<file path="config.mk">
export PLATFORM = sky130hd
export DESIGN_NAME = alu6_unit
export DESIGN_NICKNAME = d
export VERILOG_FILES = /design/src/rtl/alu6_pkg.sv /design/src/rtl/alu6_cond.sv /design/src/rtl/alu6_core.sv /design/src/rtl/alu6_post.sv /design/src/rtl/alu6_unit.sv
export SDC_FILE = /design/constraint.sdc
export NUM_CORES = 1
export LEC_CHECK = 0
export BUFFER_PORTS_ARGS = -buffer_cell sky130_fd_sc_hd__buf_2
export CAP_MARGIN = 10
export CORE_ASPECT_RATIO = 0.7
export CORE_MARGIN = 2
export CORE_UTILIZATION = 45
export DETAILED_ROUTE_END_ITERATION = 8
export PLACE_DENSITY = 0.81
export SETUP_SLACK_MARGIN = 0.05
export SLEW_MARGIN = 20
export SYNTH_ARGS = -nofsm -noshare
export SYNTH_HDL_FRONTEND = slang
export SYNTH_SLANG_ARGS = --single-unit
</file>
<file path="constraint.sdc">
create_clock -name vclk -period 4.8
set_input_delay 0.72 -clock vclk [all_inputs]
set_output_delay 0.72 -clock vclk [all_outputs]
set_load 0.05 [all_outputs]
</file>
<file path="src/rtl/alu6_pkg.sv">
package alu6_pkg;
  // Six steering bits gathered in one place.
  typedef struct packed {
    logic clr_a;
    logic flip_a;
    logic clr_b;
    logic flip_b;
    logic use_add;
    logic flip_out;
  } alu6_ctrl_t;

  // Number of operand conditioning lanes.
  localparam int NUM_OPS = 2;
endpackage

</file>
<file path="src/rtl/alu6_cond.sv">
// Operand conditioning: the clear stage comes first, then the optional complement.
module alu6_cond #(
  parameter int W = 16
) (
  input  logic [W-1:0] din,
  input  logic         clr,
  input  logic         flip,
  output logic [W-1:0] dout
);
  function automatic logic [W-1:0] condition(input logic [W-1:0] v,
                                             input logic c, input logic f);
    logic [W-1:0] t;
    t = c ? '0 : v;
    return f ? ~t : t;
  endfunction

  assign dout = condition(din, clr, flip);
endmodule

</file>
<file path="src/rtl/alu6_core.sv">
// Core function: AND, or a modular sum that drops the carry.
module alu6_core #(
  parameter int W = 16
) (
  input  logic [W-1:0] opa,
  input  logic [W-1:0] opb,
  input  logic         add_sel,
  output logic [W-1:0] core
);
  function automatic logic [W-1:0] mod_sum(input logic [W-1:0] p, input logic [W-1:0] q);
    logic [W:0] wide;
    wide = {1'b0, p} + {1'b0, q};
    return wide[W-1:0];
  endfunction

  assign core = add_sel ? mod_sum(opa, opb) : (opa & opb);
endmodule

</file>
<file path="src/rtl/alu6_post.sv">
// Output complement and status flags.
module alu6_post #(
  parameter int W = 16
) (
  input  logic [W-1:0] core,
  input  logic         flip,
  output logic [W-1:0] res,
  output logic         is_zero,
  output logic         is_neg
);
  logic [W-1:0] word;
  assign word    = flip ? ~core : core;
  assign res     = word;
  assign is_zero = ~|word;
  assign is_neg  = word[W-1];
endmodule

</file>
<file path="src/rtl/alu6_unit.sv">
module alu6_unit #(
  parameter int W = 16
) (
  input  logic [W-1:0] a_in,
  input  logic [W-1:0] b_in,
  input  logic         clr_a,
  input  logic         flip_a,
  input  logic         clr_b,
  input  logic         flip_b,
  input  logic         use_add,
  input  logic         flip_out,
  output logic [W-1:0] res,
  output logic         is_zero,
  output logic         is_neg
);
  import alu6_pkg::*;

  alu6_ctrl_t ctl;
  assign ctl = '{clr_a: clr_a, flip_a: flip_a, clr_b: clr_b,
                 flip_b: flip_b, use_add: use_add, flip_out: flip_out};

  logic [W-1:0] op_raw  [NUM_OPS];
  logic [W-1:0] op_cond [NUM_OPS];
  logic         op_clr  [NUM_OPS];
  logic         op_flip [NUM_OPS];

  assign op_raw[0]  = a_in;
  assign op_raw[1]  = b_in;
  assign op_clr[0]  = ctl.clr_a;
  assign op_clr[1]  = ctl.clr_b;
  assign op_flip[0] = ctl.flip_a;
  assign op_flip[1] = ctl.flip_b;

  for (genvar g = 0; g < NUM_OPS; g++) begin : g_lane
    alu6_cond #(.W(W)) u_cond (
      .din (op_raw[g]),
      .clr (op_clr[g]),
      .flip(op_flip[g]),
      .dout(op_cond[g])
    );
  end

  // Named internal events for the checker.
  logic [W-1:0] cond_a, cond_b, core_out;
  assign cond_a = op_cond[0];
  assign cond_b = op_cond[1];

  alu6_core #(.W(W)) u_core (
    .opa    (cond_a),
    .opb    (cond_b),
    .add_sel(ctl.use_add),
    .core   (core_out)
  );

  alu6_post #(.W(W)) u_post (
    .core   (core_out),
    .flip   (ctl.flip_out),
    .res    (res),
    .is_zero(is_zero),
    .is_neg (is_neg)
  );
endmodule

</file>
==> flow_summary.ini <==
[status]
status = complete, no violations

[drt]
ant_nets = 0
via_per_inst = 5.29
firstDrtPassIters = 4
routedWlPerCell_um = 12.5
vias = 1767
first_iter_violations = 142
finalWirelength_um = 4190
drc = 0

[global_routing]
grtUsageTotal = 0.191
grt_max_degree = 24
grt_antenna_before_repair = 0
grt_pass1_vias = 1487
grt_pass1_wl_um = 7130
grt-ovfl-total = 0

[power_and_ir_drop]
p_leak_nw = 0.986
power-per-cell-area_nw_per_um2 = 299
ir_drop_uv = 238
total_power_w = 0.000685

[yosys]
yosys.area.top_type_share = 0.275
ys_seq_area_frac = 0
syn_nets = 292
syn_inst = 237
yosys_warnings = 0
synthesis.area_um2 = 1750
yosys.area.top_type = xnor2_1
syn_area_per_cell_um2 = 7.39
synth.distinct_cells = 48
synthTopCellsByArea = xnor2_1 28%, ha_1 11%, nand2b_1 11%

[worst_setup_path]
worstPathRequired_ns = 4.08
crit_path_max_incr_delay_ns = 0.44
worstPathArrival_ns = 3.90
crit_fanout = 4
start_kind = input port
cp_slowest_cell = fa_2
cp-end-kind = output port
path_cells = buf_2 -> nand2b_1 -> xnor2_1 -> ha_2 -> fa_2 -> a211o_2 -> a21o_1 -> o211ai_2 -> a21oi_1 -> o211ai_1 -> nor3b_1 -> mux2i_1 -> nor4_4 -> buf_6
worst-setup-path-type = input port to output port

[place]
hpwl_um = 3520
place.gp.congestion = 0.847
numPlacedInstances = 333
place_area_um2 = 2200
port-buffer-count = 56

[layout]
regArea_um2 = 0
multiInputGateArea_um2 = 1890
fin_area_um2 = 2290
drive_above_1_share = 0.327
nClkBuffers = 0
layout.nets = 341
fillers = 325
antenna_cells = 0
areaGrowthSynthToFinish_pct = 30.7
stdcell_count = 334
seq_cell_count = 0

[die]
die_area_um2 = 4410
dieHeight_um = 56.2
num_io_pins = 56
std_cell_rows = 18
start_util = 0.483
fp.coreArea_um2 = 3630
die_width_um = 78.5

[timing]
layout_min_cycle_time_ns = 4.62
drv_slew = 0
setup_viol = 0
max_freq_mhz = 216
tightest_slew_ns = 0.566
setup_tns_ns = 0
grt_setup_unrepaired = false
relSlewSlack = 0.622
final_min_period_over_clock_period = 0.963
hold_viol = 0

[clock_tree]
hold_buffers = 0

[job]
cap_violations = 0

[hold_path]
hold_path_class = input port to output port
-- synth_stat cells (3+ instances only) --
cell      instances
xnor2_1          55
nand2b_1         32
ha_1             16
a21oi_1          13
nand2_1          13
mux2i_1          11
clkbuf_1          8
nor2_1            7
nor3_1            7
o21ai_0           7
a211oi_1          6
a21o_1            6
or3_1             5
nor3b_1           4
o211ai_1          4
buf_2             3
inv_1             3
-- per-layer routing --
layer | global-route usage | wire, um
met3 | 0.00162 | 317
met4 | 0 | 0
met2 | 0.270 | 1610
met1 | 0.330 | 2270
met5 | 0 | 0
-- power breakdown --
| part | switching [W] | internal, W | total (W) | leakage, nW |
|---|---|---|---|---|
| clock | 0 | 0 | 0 | 0 |
| combinational | 0.000428 | 0.000257 | 0.000685 | 0.986 |
| sequential | 0 | 0 | 0 | 0 |
-- final timing paths --
check                      to  startpoint  cells after the start  slack, ns
worst max-delay path  is_zero       clr_b                     14       0.18
worst min-delay path   res[4]    flip_out                      3       2.13
-- metrics by stage --
| step | hold WS [ns] | setup slack (ns) | util |
|---|---|---|---|
| after floorplan | 1.85 | 0.0578 | - |
| after global placement | 2.13 | 0.139 | 0.607 |
| after detailed placement | 2.14 | 0.0296 | 0.607 |
| after CTS | 2.14 | 0.0940 | 0.608 |
| after global routing | 2.17 | 0.0405 | 0.631 |
| final | 2.13 | 0.177 | 0.631 |
-- logic make-up (layout without fill, tap and decap cells) --
kind of cell / count (synthesis) / count (layout) / synth area share
muxes: 12 / 12 / 0.0693
buffers and inverters: 18 / 65 / 0.0429
AOI/OAI and AO/OA: 51 / 51 / 0.207
xor gates and xnor gates: 57 / 57 / 0.285
adders and majority gates: 17 / 17 / 0.126
and+or+nand+nor: 82 / 82 / 0.270
-- worst max-delay path: cells and delay by family --
kind | cells | cell delay [ns]
buf+inv | 2 | 0.29
mux | 1 | 0.14
simple gates | 3 | 0.68
compound gates | 5 | 1.22
xor+xnor | 1 | 0.14
fa+ha+maj | 2 | 0.69
-- placed cells by master, fill, tap and decap left out, types with 4 or more instances in the layout --
cell and count:
ha_1 13, xnor2_1 45, o211ai_1 4, buf_4 5
xnor2_4 5, buf_2 55, nor3b_1 4, xnor2_2 5
nor2_1 7, a21oi_1 12, nand2_1 13, a21o_1 6
or3_1 4, nand2b_1 31, nor3_1 7, a211oi_1 5
mux2i_1 8, o21ai_0 6
-- repair_timing --
action | 4_1_cts | 5_1_grt
pin swaps | 0 | 9
setup endpoints to repair | 1 | 1
setup buffers | 0 | 1
hold endpoints to repair | 0 | 0
gates resized for setup | 1 | 12
-- layout make-up --
class / count / share of cell area
Multi-Input combinational cell: 219 / 0.824
Timing Repair Buffer: 61 / 0.142
Tap cell: 50 / 0.0274
Inverter: 4 / 0.00656
(Power assumes the default switching activity.)
